$ cat src/rtl/wsa_pkg.sv
package wsa_pkg;
  typedef enum logic [2:0] {
    TGT_PROM   = 3'd0,
    TGT_LIO    = 3'd1,
    TGT_SRAM   = 3'd2,
    TGT_DRAM   = 3'd3,
    TGT_OFFMEM = 3'd4,
    TGT_OFFIO  = 3'd5,
    TGT_RSV6   = 3'd6,
    TGT_RSV7   = 3'd7
  } tgt_e;

  typedef enum logic [2:0] {
    RSN_NONE,
    RSN_REFRESH,
    RSN_PEER,
    RSN_WRITE,
    RSN_BUS
  } reason_e;

  typedef enum logic [2:0] {
    ST_IDLE,
    ST_REF,
    ST_PEER,
    ST_WR,
    ST_BUS
  } st_e;
endpackage

$ cat src/rtl/wsa_decode.sv
module wsa_decode
  import wsa_pkg::*;
(
  input  tgt_e    tgt_i,
  input  logic    wr_i,
  input  logic    refresh_busy_i,
  input  logic    peer_active_i,
  input  logic    master_mode_i,
  output reason_e reason_o
);
  always_comb begin
    reason_o = RSN_NONE;
    unique case (tgt_i)
      TGT_DRAM: begin
        if (refresh_busy_i)     reason_o = RSN_REFRESH;
        else if (peer_active_i) reason_o = RSN_PEER;
        else if (wr_i)          reason_o = RSN_WRITE;
      end
      TGT_OFFMEM, TGT_OFFIO: begin
        if (master_mode_i) reason_o = RSN_BUS;
      end
      default: reason_o = RSN_NONE;
    endcase
  end
endmodule

$ cat src/rtl/wsa_timer.sv
module wsa_timer #(
  parameter int CNT_W = 4
) (
  input  logic             clk,
  input  logic             rst_n,
  input  logic             clr_i,
  input  logic             en_i,
  output logic [CNT_W-1:0] cnt_o
);
  always_ff @(posedge clk or negedge rst_n) begin
    if (!rst_n)     cnt_o <= '0;
    else if (clr_i) cnt_o <= '0;
    else if (en_i)  cnt_o <= cnt_o + 1'b1;
  end
endmodule

$ cat src/rtl/wsa_ctrl.sv
module wsa_ctrl
  import wsa_pkg::*;
#(
  parameter int WR_WAITS    = 1,
  parameter int TIMEOUT_CYC = 16,
  parameter int CNT_W       = 5
) (
  input  logic             clk,
  input  logic             rst_n,
  input  logic             start_i,
  input  reason_e          reason_i,
  input  logic             refresh_done_i,
  input  logic             ram_grant_i,
  input  logic             bus_ack_i,
  input  logic [CNT_W-1:0] cnt_i,
  output logic             clr_o,
  output logic             en_o,
  output logic             busy_o,
  output logic             err_o
);
  localparam bit             MULTI_WR = (WR_WAITS > 1);
  localparam logic [CNT_W-1:0] WR_LAST = CNT_W'(MULTI_WR ? WR_WAITS - 2 : 0);
  localparam logic [CNT_W-1:0] TO_LAST = CNT_W'(TIMEOUT_CYC - 1);

  st_e  st, st_nxt;
  logic err_set;

  always_comb begin
    st_nxt  = st;
    clr_o   = 1'b0;
    en_o    = 1'b0;
    err_set = 1'b0;
    unique case (st)
      ST_IDLE: begin
        if (start_i) begin
          clr_o = 1'b1;
          unique case (reason_i)
            RSN_REFRESH: st_nxt = ST_REF;
            RSN_PEER:    st_nxt = ST_PEER;
            RSN_BUS:     st_nxt = ST_BUS;
            RSN_WRITE:   st_nxt = MULTI_WR ? ST_WR : ST_IDLE;
            default:     st_nxt = ST_IDLE;
          endcase
        end
      end
      ST_REF:  if (refresh_done_i) st_nxt = ST_IDLE;
      ST_PEER: if (ram_grant_i)    st_nxt = ST_IDLE;
      ST_WR: begin
        en_o = 1'b1;
        if (cnt_i == WR_LAST) st_nxt = ST_IDLE;
      end
      ST_BUS: begin
        en_o = 1'b1;
        if (bus_ack_i) st_nxt = ST_IDLE;
        else if (cnt_i == TO_LAST) begin
          st_nxt  = ST_IDLE;
          err_set = 1'b1;
        end
      end
      default: st_nxt = ST_IDLE;
    endcase
  end

  always_ff @(posedge clk or negedge rst_n) begin
    if (!rst_n) begin
      st    <= ST_IDLE;
      err_o <= 1'b0;
    end else begin
      st <= st_nxt;
      if (err_set)                     err_o <= 1'b1;
      else if (st == ST_IDLE && start_i) err_o <= 1'b0;
    end
  end

  assign busy_o = (st != ST_IDLE);

  AST_REFRESH_RELEASE: assert property (@(posedge clk) disable iff (!rst_n)
    (st == ST_REF && refresh_done_i) |=> !busy_o);
  AST_GRANT_RELEASE: assert property (@(posedge clk) disable iff (!rst_n)
    (st == ST_PEER && ram_grant_i) |=> !busy_o);
  AST_TIMEOUT_FLAG: assert property (@(posedge clk) disable iff (!rst_n)
    (st == ST_BUS && !bus_ack_i && cnt_i == TO_LAST) |=> (err_o && !busy_o));
  AST_ACK_WINS: assert property (@(posedge clk) disable iff (!rst_n)
    (st == ST_BUS && bus_ack_i) |=> !err_o);
  AST_BUS_WAIT_BOUNDED: assert property (@(posedge clk) disable iff (!rst_n)
    (st == ST_BUS) |-> (cnt_i <= TO_LAST));
endmodule

$ cat src/rtl/wsa_ready_gen.sv
module wsa_ready_gen
  import wsa_pkg::*;
#(
  parameter int WR_WAITS    = 1,
  parameter int TIMEOUT_CYC = 16
) (
  input  logic       clk,
  input  logic       rst_n,
  input  logic       ale_i,
  input  logic [2:0] tgt_i,
  input  logic       wr_i,
  input  logic       refresh_busy_i,
  input  logic       refresh_done_i,
  input  logic       peer_active_i,
  input  logic       ram_grant_i,
  input  logic       master_mode_i,
  input  logic       bus_ack_i,
  output logic       ready_o,
  output logic       timeout_err_o
);
  localparam int MAXV  = (WR_WAITS > TIMEOUT_CYC) ? WR_WAITS : TIMEOUT_CYC;
  localparam int CNT_W = $clog2(MAXV + 1);

  logic             ale_q, start, busy, clr, en;
  logic [CNT_W-1:0] cnt;
  reason_e          reason;
  tgt_e             tgt;

  assign tgt = tgt_e'(tgt_i);

  always_ff @(posedge clk or negedge rst_n) begin
    if (!rst_n) ale_q <= 1'b0;
    else        ale_q <= ale_i;
  end
  assign start = ale_q & ~ale_i;

  wsa_decode u_dec (
    .tgt_i          (tgt),
    .wr_i           (wr_i),
    .refresh_busy_i (refresh_busy_i),
    .peer_active_i  (peer_active_i),
    .master_mode_i  (master_mode_i),
    .reason_o       (reason)
  );

  wsa_timer #(.CNT_W(CNT_W)) u_tmr (
    .clk   (clk),
    .rst_n (rst_n),
    .clr_i (clr),
    .en_i  (en),
    .cnt_o (cnt)
  );

  wsa_ctrl #(.WR_WAITS(WR_WAITS), .TIMEOUT_CYC(TIMEOUT_CYC), .CNT_W(CNT_W)) u_ctrl (
    .clk            (clk),
    .rst_n          (rst_n),
    .start_i        (start),
    .reason_i       (reason),
    .refresh_done_i (refresh_done_i),
    .ram_grant_i    (ram_grant_i),
    .bus_ack_i      (bus_ack_i),
    .cnt_i          (cnt),
    .clr_o          (clr),
    .en_o           (en),
    .busy_o         (busy),
    .err_o          (timeout_err_o)
  );

  assign ready_o = ~busy & ~(start & (reason != RSN_NONE));

  AST_FAST_TARGET: assert property (@(posedge clk) disable iff (!rst_n)
    (!busy && start && tgt_i <= 3'd2) |-> ready_o);
  AST_REFRESH_HOLD: assert property (@(posedge clk) disable iff (!rst_n)
    (start && tgt_i == 3'd3 && refresh_busy_i) |-> !ready_o);
  AST_PEER_HOLD: assert property (@(posedge clk) disable iff (!rst_n)
    (start && tgt_i == 3'd3 && peer_active_i) |-> !ready_o);
  AST_MASTER_OFFBOARD_HOLD: assert property (@(posedge clk) disable iff (!rst_n)
    (start && master_mode_i && (tgt_i == 3'd4 || tgt_i == 3'd5)) |-> !ready_o);
  AST_DRAM_WRITE_HOLD: assert property (@(posedge clk) disable iff (!rst_n)
    (start && tgt_i == 3'd3 && wr_i) |-> !ready_o);
  AST_RESERVED_FAST: assert property (@(posedge clk) disable iff (!rst_n)
    (!busy && start && tgt_i >= 3'd6) |-> ready_o);
  AST_RESET_READY: assert property (@(posedge clk)
    !rst_n |-> (ready_o && !timeout_err_o));
endmodule

$ cat config.mk
export PLATFORM = sky130hd
export DESIGN_NAME = wsa_ready_gen
export DESIGN_NICKNAME = d
export VERILOG_FILES = /design/src/rtl/wsa_pkg.sv /design/src/rtl/wsa_decode.sv /design/src/rtl/wsa_timer.sv /design/src/rtl/wsa_ctrl.sv /design/src/rtl/wsa_ready_gen.sv
export SDC_FILE = /design/constraint.sdc
export NUM_CORES = 1
export LEC_CHECK = 0
export BUFFER_PORTS_ARGS = -buffer_cell sky130_fd_sc_hd__buf_2
export CORE_AREA = 2 2 39 41
export CTS_CLUSTER_SIZE = 25
export DETAILED_ROUTE_END_ITERATION = 8
export DIE_AREA = 0 0 41 43
export PLACE_DENSITY = 0.73
export RECOVER_POWER = 50
export SLEW_MARGIN = 20
export SYNTH_ARGS = -nofsm -noshare
export SYNTH_HDL_FRONTEND = slang
export SYNTH_HIERARCHICAL = 1
export SYNTH_SLANG_ARGS = --single-unit
export TNS_END_PERCENT = 100
$ cat constraint.sdc
create_clock -name clk -period 2.8 [get_ports clk]
set_input_delay 0.56 -clock clk [delete_from_list [all_inputs] [get_ports clk]]
set_output_delay 0.56 -clock clk [all_outputs]
set_load 0.01 [all_outputs]
# After elaboration in Yosys (flattened, before gate mapping)
# Cells that the tools add are included.
[totals]
reg_bits = 10
[op_classes]
add_sub_neg = 1
n_eq_ne = 16
muxes = 23
n_bitwise = 6
n_reduce_logical = 10
[op_table]
columns = ["cell", "n"]
rows = [
  ["$mux W3", 9],
  ["$pmux W3 S5", 1],
  ["$eq A3 B2 Y1 const B", 4],
  ["$eq A3 B3 Y1 const B", 4],
  ["$mux W5", 2],
  ["$pmux W3 S3", 1],
  ["$mux W1", 8],
  ["$eq A3 B1 Y1 const B", 2],
  ["$ne A2 B2 Y1 const B", 3],
  ["$pmux W3 S2", 1],
  ["$reduce_bool A3 Y1", 2],
  ["$add A5 B1 Y5 const B", 1],
  ["$eq A5 B4 Y1 const B", 1],
  ["$logic_not A5 Y1", 1],
  ["$reduce_and A5 Y1", 1],
  ["$reduce_bool A2 Y1", 2],
  ["$reduce_or A2 Y1", 2],
  ["$and A1 B1 Y1", 3],
  ["$logic_not A3 Y1", 1],
  ["$ne A3 B2 Y1 const B", 1],
  ["$not A1 Y1", 3],
  ["$mux W2", 1],
  ["$ne A2 B1 Y1 const B", 1],
  ["$logic_and A1 B1 Y1", 1],
]

# Depth between registers and ports, before layout
# Gate-level depths: netlist of the first run.
[logic_depth]
ltp_word = 8
depth_mapped = 5

# Modules after synthesis
# The synthesis of the first run kept the hierarchy.
[modules_own_cells]
columns = ["mod", "instances", "cells_per_inst", "area_each_um2", "seq_area_each_um2"]
rows = [
  ["wsa_ctrl", 1, 33, 294.0, 100.1],
  ["wsa_timer", 1, 22, 252.7, 125.1],
  ["wsa_decode", 1, 7, 58.8, 0.0],
  ["wsa_ready_gen", 1, 4, 46.3, 25.0],
]

# Least setup slack after synthesis of the first run
# No wires, ideal clock.
[synth_path]
path_kind = "input-to-output"
start = "input tgt_i[2]"
end = "output ready_o"
t_arrival_ns = 1.330
t_required_ns = 2.240
slack_ns = 0.910
stages = 3
path_buffers = 0
path_cell_list = "and3b_2 > or3_1 > a21oi_2"
[synth_between]
elab_chain_cells = 7
[synth_rtl]
columns = ["item", "line", "source"]
rows = [
  ["from (decl)", "wsa_ready_gen.sv:10", "input logic [2:0] tgt_i,"],
  ["$eq A3 B3 Y1", "wsa_decode.sv:13", "unique case (tgt_i)"],
  ["$reduce_or A2 Y1", "wsa_decode.sv:13", ""],
  ["$pmux W3 S2 *", "wsa_decode.sv:13", ""],
  ["$reduce_bool A3 Y1 *", "wsa_ready_gen.sv:69", "assign ready_o = ~busy & ~(start & (reason != RSN_NONE));"],
  ["$and A1 B1 Y1 *", "wsa_ready_gen.sv:69", ""],
  ["$not A1 Y1 *", "wsa_ready_gen.sv:69", ""],
  ["$and A1 B1 Y1 *", "wsa_ready_gen.sv:69", ""],
  ["to (decl)", "wsa_ready_gen.sv:18", "output logic ready_o,"],
]
# Mark *: on every way between the ends. The rest lies on a longest branch, timed or not.

# Final worst setup path of the first run
[layout_path]
start = "input tgt_i[1]"
end = "output ready_o"
[layout_between]
elab_chain_cells = 7
[layout_rtl]
columns = ["item", "line", "source"]
rows = [
  ["$eq A3 B3 Y1", "wsa_decode.sv:13", ""],
  ["$reduce_or A2 Y1", "wsa_decode.sv:13", ""],
  ["$pmux W3 S2 *", "wsa_decode.sv:13", ""],
  ["named net reason[2]", "wsa_ready_gen.sv:26", "reason_e reason;"],
  ["$reduce_bool A3 Y1 *", "wsa_ready_gen.sv:69", ""],
  ["$and A1 B1 Y1 *", "wsa_ready_gen.sv:69", ""],
  ["$not A1 Y1 *", "wsa_ready_gen.sv:69", ""],
  ["$and A1 B1 Y1 *", "wsa_ready_gen.sv:69", ""],
]
# Mark *: on every way through the listed nets, which the timed path passes. The rest lies on a longest branch.

==> flow_summary.json, run 1 <==
{
  "core_area_mm2": 0.00138,
  "rows": 14,
  "ys_ff_latch": 10,
  "cts.path.max_buffers": 2,
  "synth_top_cell_area_share": 0.384,
  "layout_min_cycle_time_ns": 2.14,
  "cp.arrival_ns": 1.58,
  "vias": 592,
  "start_util": 0.471,
  "max_freq_mhz": 468,
  "worstReg2RegEnd": "u_tmr/cnt_o[3]$_DFFE_PN0P_",
  "leakagePower_nw": 0.385,
  "grt_setup_unrepaired": "false",
  "cp_slowest_stage_delay_ns": 0.39,
  "reg2reg_slack_ns": 1.06,
  "cp-start-kind": "input port",
  "stdcell_area_um2": 769,
  "placed_cell_area_um2": 734,
  "drt_iter0_markers": 23,
  "yosys.area_share.simple": 0.344,
  "critPathRequiredTime_ns": 2.24,
  "synth_fp_nets": 80,
  "cts_tree": "yes",
  "drc": 0,
  "cellPowerDensity_mw_per_mm2": 616,
  "overflow": 0,
  "numPortBuffers": 14,
  "gp_congestion": 0.759,
  "synthTopCellsByArea": "dfrtp_1 38%, nor2_1 6.3%, a21oi_1 4.6%",
  "finalSetupTns_ns": 0,
  "synth.distinct_cells": 33,
  "nNetsFinal": 98,
  "crit_fanout": 4,
  "cts_resized": 0,
  "setup_viol": 0,
  "cts.hold.buffers_added": 0,
  "synth_top_area_cell": "dfrtp_1",
  "reg2reg_depth": 4,
  "ys.flop_type": "dfrtp_1",
  "yosys_warnings": 6,
  "cts_root_buffer": "clkbuf_4",
  "grt_pass1_vias": 559,
  "antenna_found_initial": 0,
  "synth-edff-count": 0,
  "ant_nets": 0,
  "clkTransAtPathRegs_ns": 0.08,
  "antennaDiodeCount": 0,
  "cts_htree_levels": 1,
  "synth_top_family_by_area": "simple AND/OR/NAND/NOR gates",
  "syn_area_um2": 652,
  "layout_common_cells": "13 x buf_2, 11 x nor2_1, 10 x dfrtp_1, 6 x a21oi_1",
  "slowest_stage": "or3_1",
  "path_cells": "buf_2 -> and3b_2 -> or3_1 -> a21oi_2 -> buf_2",
  "synth_compound_area_frac": 0.146,
  "worst_slew_margin_rel": 0.626,
  "first_pass_iters": 4,
  "cts_sinks": 10,
  "outcome": "complete, no violations",
  "ys_seq_area_frac": 0.384,
  "min-delay-path-class": "input port to asynchronous set/reset pin",
  "end_kind": "primary output",
  "drive_gt1_frac": 0.313,
  "fin_util": 0.556,
  "clk_latency_ns": 0.28,
  "grt_pass1_wl_um": 2390,
  "die-area_mm2": 0.00176,
  "synth_xor_area_frac": 0.0134,
  "dpl.hpwl_um": 1060,
  "cpMostUsedCell": "buf_2",
  "track_usage": 0.208,
  "via_per_inst": 5.98,
  "synth.area.mux_share": 0.0710,
  "hold_viol": 0,
  "peakVddDrop_mv": 0.316,
  "fin_crit_sh": 0.763,
  "async_flop_share": 1.00,
  "synthAdderAreaFrac": 0.0192,
  "wire_per_inst_um": 14.6,
  "die_h_um": 43,
  "grt_max_degree": 11,
  "ios": 15,
  "syn_inst": 66,
  "tightest_slew_ns": 0.560,
  "skew_ns": 0.00618,
  "die_width_um": 41,
  "layout_commonest_cell": "buf_2",
  "wl_um": 1440,
  "fillers": 133,
  "numCtsBuffers": 3,
  "syn_to_final_growth_pct": 18.0,
  "critPathKind": "input port to primary output",
  "slew_violations": 0,
  "rr_startpoint": "u_ctrl/st[0]$_DFFE_PN0P_",
  "syn_avg_cell_area_um2": 9.88,
  "cts_setup_buffers": 0,
  "max_cap_viol_count": 0
}
-- flip-flops by register name (all words and copies together), names as in the netlist --
name          count
u_ctrl/st         3
u_ctrl/err_o      1
u_tmr/cnt_o       5
ale_q             1
-- final cells by class --
class	count	area, µm²	share of cell area
multi-input combinational	53	387	0.502
clock buffer	4	36.3	0.0472
sequential	10	250	0.325
tap	16	20.0	0.0260
inverter	2	7.51	0.00976
timing repair buffer	14	68.8	0.0894
-- synthesized netlist by cell type (all sizes together), types with 2 or more instances --
library cell and n:
nand2 3, a21oi 7, nor3 2, dfrtp 10, or3 2, nand4 3, mux2 2, nor2b 3
nor2 11, and3b 3, nand3b 2, inv 2, mux2i 2
-- metal layers --
metal	global-route usage	share of wire	vias up
met5	0	0	-
met4	0.120	0.025	0
met3	0.0628	0.068	6
met2	0.306	0.48	22
met1	0.256	0.43	285
li1	-	-	279
-- where the power goes --
group / switching (W) / internal, W
registers: 0.0000291 / 0.000161
logic: 0.0000807 / 0.0000661
clock network: 0.0000579 / 0.0000791
total: 0.000168 / 0.000306
-- kinds of logic after synthesis --
group,count (synthesis)
adders and majority gates,1
xor gates and xnor gates,1
buffers and inverters,3
and+or+nand+nor,34
AOI/OAI and AO/OA,13
DFF,10
muxes,4
-- per-stage QoR --
stage	power, W	cells	worst slack [ns]	hold slack [ns]
after floorplan	0.000292	66	0.910	0.264
after global placement	0.000328	95	0.694	0.434
after detailed placement	0.000339	95	0.675	0.436
after CTS	0.000478	99	0.668	0.130
after global routing	0.000508	99	0.633	0.276
final	0.000474	99	0.665	0.238
-- worst max path at each step --
stage / start / to / slack [ns] / cells past startpoint
after floorplan: tgt_i[2] / ready_o / 0.91 / 3
after global routing: tgt_i[1] / ready_o / 0.63 / 5
after CTS: tgt_i[1] / ready_o / 0.67 / 5
final: tgt_i[1] / ready_o / 0.66 / 5
after detailed placement: tgt_i[1] / ready_o / 0.68 / 5
after global placement: tgt_i[1] / ready_o / 0.69 / 5
-- worst max-delay path: cells and delay by family --
kind / cells / cell delay [ns]
AND/OR/NAND/NOR: 2 / 0.63
buffers and inverters: 2 / 0.24
AO/OA/AOI/OAI: 1 / 0.14
Power figures use the tool's default switching activity.
==> run 2: changes to the inputs <==
CORE_AREA = unset   (was 2 2 39 41)
CORE_UTILIZATION = 45   (was unset)
DIE_AREA = unset   (was 0 0 41 43)
PLACE_DENSITY = 0.7   (was 0.73)
clock period = 1.9 ns   (was 2.8 ns; I/O delays follow)
==> flow_summary.json, run 2 (same netlist as run 1, synthesis figures left out) <==
{
  "outcome": "complete, no violations",
  "cp.arrival_ns": 1.39,
  "reg2reg_depth": 3,
  "slew_violations": 0,
  "gp_congestion": 0.761,
  "dp_slack_ns": 0.151,
  "grt_pass1_vias": 472,
  "nNetsFinal": 103,
  "path_depth": 3,
  "skew_ns": 0.00487,
  "fin_crit_sh": 0.934,
  "path_buf_inv": 1,
  "grt_max_degree": 11,
  "tightest_slew_ns": 0.596,
  "leakagePower_nw": 0.408,
  "first_pass_iters": 4,
  "critPathRequiredTime_ns": 1.52,
  "die_width_um": 40.1,
  "die-area_mm2": 0.00160,
  "antenna_found_initial": 0,
  "drive_gt1_frac": 0.341,
  "final_cells": 103,
  "syn_to_final_growth_pct": 24.0,
  "ant_nets": 0,
  "clk_latency_ns": 0.27,
  "die_h_um": 40.1,
  "layout_common_cells": "13 x buf_2, 11 x nor2_1, 10 x dfrtp_1, 6 x a21oi_1, 4 x buf_4",
  "cellPowerDensity_mw_per_mm2": 890,
  "cts_resized": 0,
  "hold_viol": 0,
  "cts.hold.buffers_added": 1,
  "vias": 564,
  "end_kind": "primary output",
  "cts_root_buffer": "clkbuf_4",
  "grt_pass1_wl_um": 1950,
  "ios": 15,
  "cts_htree_levels": 1,
  "overflow": 0,
  "cpLargestDelayFamily": "flip-flops",
  "finalSetupTns_ns": 0,
  "track_usage": 0.187,
  "max_freq_mhz": 563,
  "numPortBuffers": 14,
  "dpl.cell_count": 98,
  "largest_reg_flops": 5,
  "via_per_inst": 5.48,
  "hold_depth": 1,
  "min-delay-path-class": "input port to register",
  "max_cap_viol_count": 0,
  "peakVddDrop_mv": 0.532,
  "wire_per_inst_um": 12.6,
  "slowest_stage": "dfrtp_1",
  "layout_min_cycle_time_ns": 1.77,
  "antennaDiodeCount": 0,
  "top_regs": "u_tmr/cnt_o (5), u_ctrl/st (3)",
  "start_util": 0.495,
  "layout_commonest_cell": "buf_2",
  "numCtsBuffers": 3,
  "regMostFlops": "u_tmr/cnt_o",
  "cts_sinks": 10,
  "worst_slew_margin_rel": 0.603,
  "cp_slowest_stage_delay_ns": 0.45,
  "stdcell_area_um2": 808,
  "placed_cell_area_um2": 763,
  "grt_setup_unrepaired": "false",
  "clkTransAtPathRegs_ns": 0.07,
  "setup_viol": 0,
  "critPathKind": "register to primary output",
  "fin_ws_ns": 0.125,
  "core_area_mm2": 0.00132,
  "cts_tree": "yes",
  "rows": 13,
  "dpl.hpwl_um": 985,
  "wl_um": 1300,
  "cts.path.max_buffers": 2,
  "drc": 0,
  "drt_iter0_markers": 10,
  "crit_fanout": 7,
  "path_cells": "or3_4 -> a21oi_2 -> buf_2",
  "cp-start-kind": "register",
  "cts_setup_buffers": 0
}
## run 2: power by group
group          total, W  switching [W]  leakage, nW  internal, W
Combinational  0.000263       0.000136        0.253     0.000127
Sequential     0.000263      0.0000254        0.135     0.000238
Clock          0.000193      0.0000768       0.0210     0.000116
Total          0.000720       0.000238        0.408     0.000481
## run 2: path summary, 6_finish.rpt
path                       slack (ns)                         end                     start
hold / removal                   0.23             ale_q$_DFF_PN0_                     ale_i
max in group asynchronous        0.88  u_tmr/cnt_o[0]$_DFFE_PN0P_                     rst_n
hold reg to reg                  0.55    u_ctrl/err_o$_DFFE_PN0P_  u_ctrl/err_o$_DFFE_PN0P_
min in group asynchronous        0.63  u_tmr/cnt_o[4]$_DFFE_PN0P_                     rst_n
setup / recovery                 0.13                     ready_o  u_ctrl/st[1]$_DFFE_PN0P_
setup reg to reg                 0.22    u_ctrl/st[0]$_DFFE_PN0P_  u_ctrl/st[1]$_DFFE_PN0P_
## run 2: cell type report
class                      instances  area (µm²)
clock buffer                       4        36.3
fill                             121         509
inverter                           2        7.51
multi-input combinational         53         387
sequential                        10         250
tap                               15        18.8
timing repair buffer              19         109
## run 2: through the flow
step	power (W)	util	hold WS, ns
after floorplan	0.000431	-	0.0844
after global placement	0.000519	0.579	0.257
after detailed placement	0.000528	0.579	0.257
after CTS	0.000727	0.614	0.224
after global routing	0.000770	0.613	0.224
final	0.000720	0.613	0.229
## run 2: per-layer routing
| metal | share of wire | track usage | vias to the layer above | routed length (µm) |
|---|---|---|---|---|
| li1 | - | - | 288 | - |
| met1 | 0.51 | 0.257 | 260 | 658 |
| met2 | 0.44 | 0.286 | 16 | 573 |
| met3 | 0.049 | 0.0500 | 0 | 63 |
| met4 | 0 | 0.0517 | 0 | 0 |
| met5 | 0 | 0 | - | 0 |
==> run 3: changes to the inputs <==
--- a/config.mk
+++ b/config.mk
@@ -13,3 +13,3 @@
 export RECOVER_POWER = 50
-export SLEW_MARGIN = 20
+export SLEW_MARGIN = 10
 export SYNTH_ARGS = -nofsm -noshare
==> constraint.sdc (replaced) <==
create_clock -name clk -period 1.9 [get_ports clk]
set_input_delay 0.19 -clock clk [delete_from_list [all_inputs] [get_ports clk]]
set_output_delay 0.19 -clock clk [all_outputs]
set_load 0.01 [all_outputs]
==> flow_summary.json, run 3 (same netlist as run 1, synthesis figures left out) <==
{
  "outcome": "complete, no violations",
  "core_area_mm2": 0.00132,
  "cp-start-kind": "register",
  "skew_ns": 0.00154,
  "end_kind": "register",
  "reg2reg_slack_ns": 0.17,
  "cts_sinks": 10,
  "cts_root_buffer": "clkbuf_4",
  "critPathRequiredTime_ns": 2.05,
  "regMostFlops": "u_tmr/cnt_o",
  "stdcell_area_um2": 778,
  "antennaDiodeCount": 0,
  "antenna_found_initial": 0,
  "crit_fanout": 7,
  "setup_viol": 0,
  "overflow": 0,
  "clkTransAtPathRegs_ns": 0.07,
  "dpl.cell_count": 94,
  "min-delay-path-class": "input port to register",
  "fin_ws_ns": 0.170,
  "peakVddDrop_mv": 0.703,
  "max_cap_viol_count": 0,
  "grt_max_degree": 11,
  "numCtsBuffers": 3,
  "die_h_um": 40.1,
  "grt_pass1_vias": 452,
  "grt_setup_unrepaired": "false",
  "cellPowerDensity_mw_per_mm2": 867,
  "cts.hold.buffers_added": 1,
  "dp_slack_ns": 0.165,
  "ios": 15,
  "layout_commonest_cell": "buf_2",
  "nNetsFinal": 99,
  "via_per_inst": 5.60,
  "numPortBuffers": 14,
  "wire_per_inst_um": 12.3,
  "grt_pass1_wl_um": 1880,
  "start_util": 0.495,
  "finalSetupTns_ns": 0,
  "first_pass_iters": 4,
  "cts.path.max_buffers": 2,
  "layout_min_cycle_time_ns": 1.73,
  "hold_viol": 0,
  "gp_congestion": 0.792,
  "critPathKind": "register to register",
  "rows": 13,
  "vias": 554,
  "die_width_um": 40.1,
  "worst_slew_margin_rel": 0.639,
  "syn_to_final_growth_pct": 19.4,
  "dpl.hpwl_um": 949,
  "fin_util": 0.591,
  "drive_gt1_frac": 0.310,
  "tightest_slew_ns": 0.541,
  "cts_htree_levels": 1,
  "leakagePower_nw": 0.389,
  "placed_cell_area_um2": 733,
  "wl_um": 1220,
  "cts_tree": "yes",
  "max_freq_mhz": 578,
  "cp.arrival_ns": 1.88,
  "drt_iter0_markers": 3,
  "final_cells": 99,
  "clk_latency_ns": 0.26,
  "ant_nets": 0,
  "layout_common_cells": "13 x buf_2, 11 x nor2_1, 10 x dfrtp_1, 6 x a21oi_1",
  "largest_reg_flops": 5,
  "cts_resized": 0,
  "die-area_mm2": 0.00160,
  "slew_violations": 0,
  "fin_crit_sh": 0.910,
  "cts_setup_buffers": 0,
  "track_usage": 0.187,
  "drc": 0,
  "top_regs": "u_tmr/cnt_o (5), u_ctrl/st (3)"
}
## run 3: changes by cell type in the layout (fill, tap and decap cells not counted)
cell / delta
buf_4: -4
## run 3: power breakdown
group | internal [W] | switching (W)
Clock | 0.000116 | 0.0000731
Sequential | 0.000238 | 0.0000412
Combinational | 0.0000984 | 0.000108
## run 3: area by class of cell
type / instances / area [µm²]
Clock buffer: 4 / 36.3
Fill cell: 114 / 539
Inverter: 2 / 7.51
Multi-Input combinational cell: 53 / 387
Sequential cell: 10 / 250
Tap cell: 15 / 18.8
Timing Repair Buffer: 15 / 78.8
## run 3: path summary, 6_finish.rpt
check | startpoint | end | cells past startpoint
min in group asynchronous | rst_n | u_tmr/cnt_o[4]$_DFFE_PN0P_ | 2
max in group asynchronous | rst_n | u_ctrl/st[2]$_DFFE_PN0P_ | 2
setup reg to reg | u_ctrl/st[0]$_DFFE_PN0P_ | u_tmr/cnt_o[3]$_DFFE_PN0P_ | 4
hold reg to reg | u_ctrl/err_o$_DFFE_PN0P_ | u_ctrl/err_o$_DFFE_PN0P_ | 2
hold / removal | ale_i | ale_q$_DFF_PN0_ | 1
setup / recovery | u_ctrl/st[0]$_DFFE_PN0P_ | u_tmr/cnt_o[3]$_DFFE_PN0P_ | 4
## run 3: per-stage QoR
stage                     hold WS [ns]  total power (W)
after floorplan                 -0.106         0.000431
after global placement          0.0652         0.000485
after detailed placement        0.0624         0.000491
after CTS                       0.0337         0.000687
after global routing            0.0256         0.000727
final                           0.0451         0.000675
## run 3: per-layer routing
layer	vias to the layer above	track usage	part of all wire
li1	281	-	-
met1	252	0.226	0.49
met2	19	0.274	0.44
met3	2	0.100	0.062
met4	0	0.0776	0.0082
met5	-	0	0
## run 3: critical path: stages, from the launching register on
cell and delay, ns:
dfrtp_1 0.46, or3_4 0.42, nor2_1 0.36, nor2b_1 0.09
mux2_1 0.29
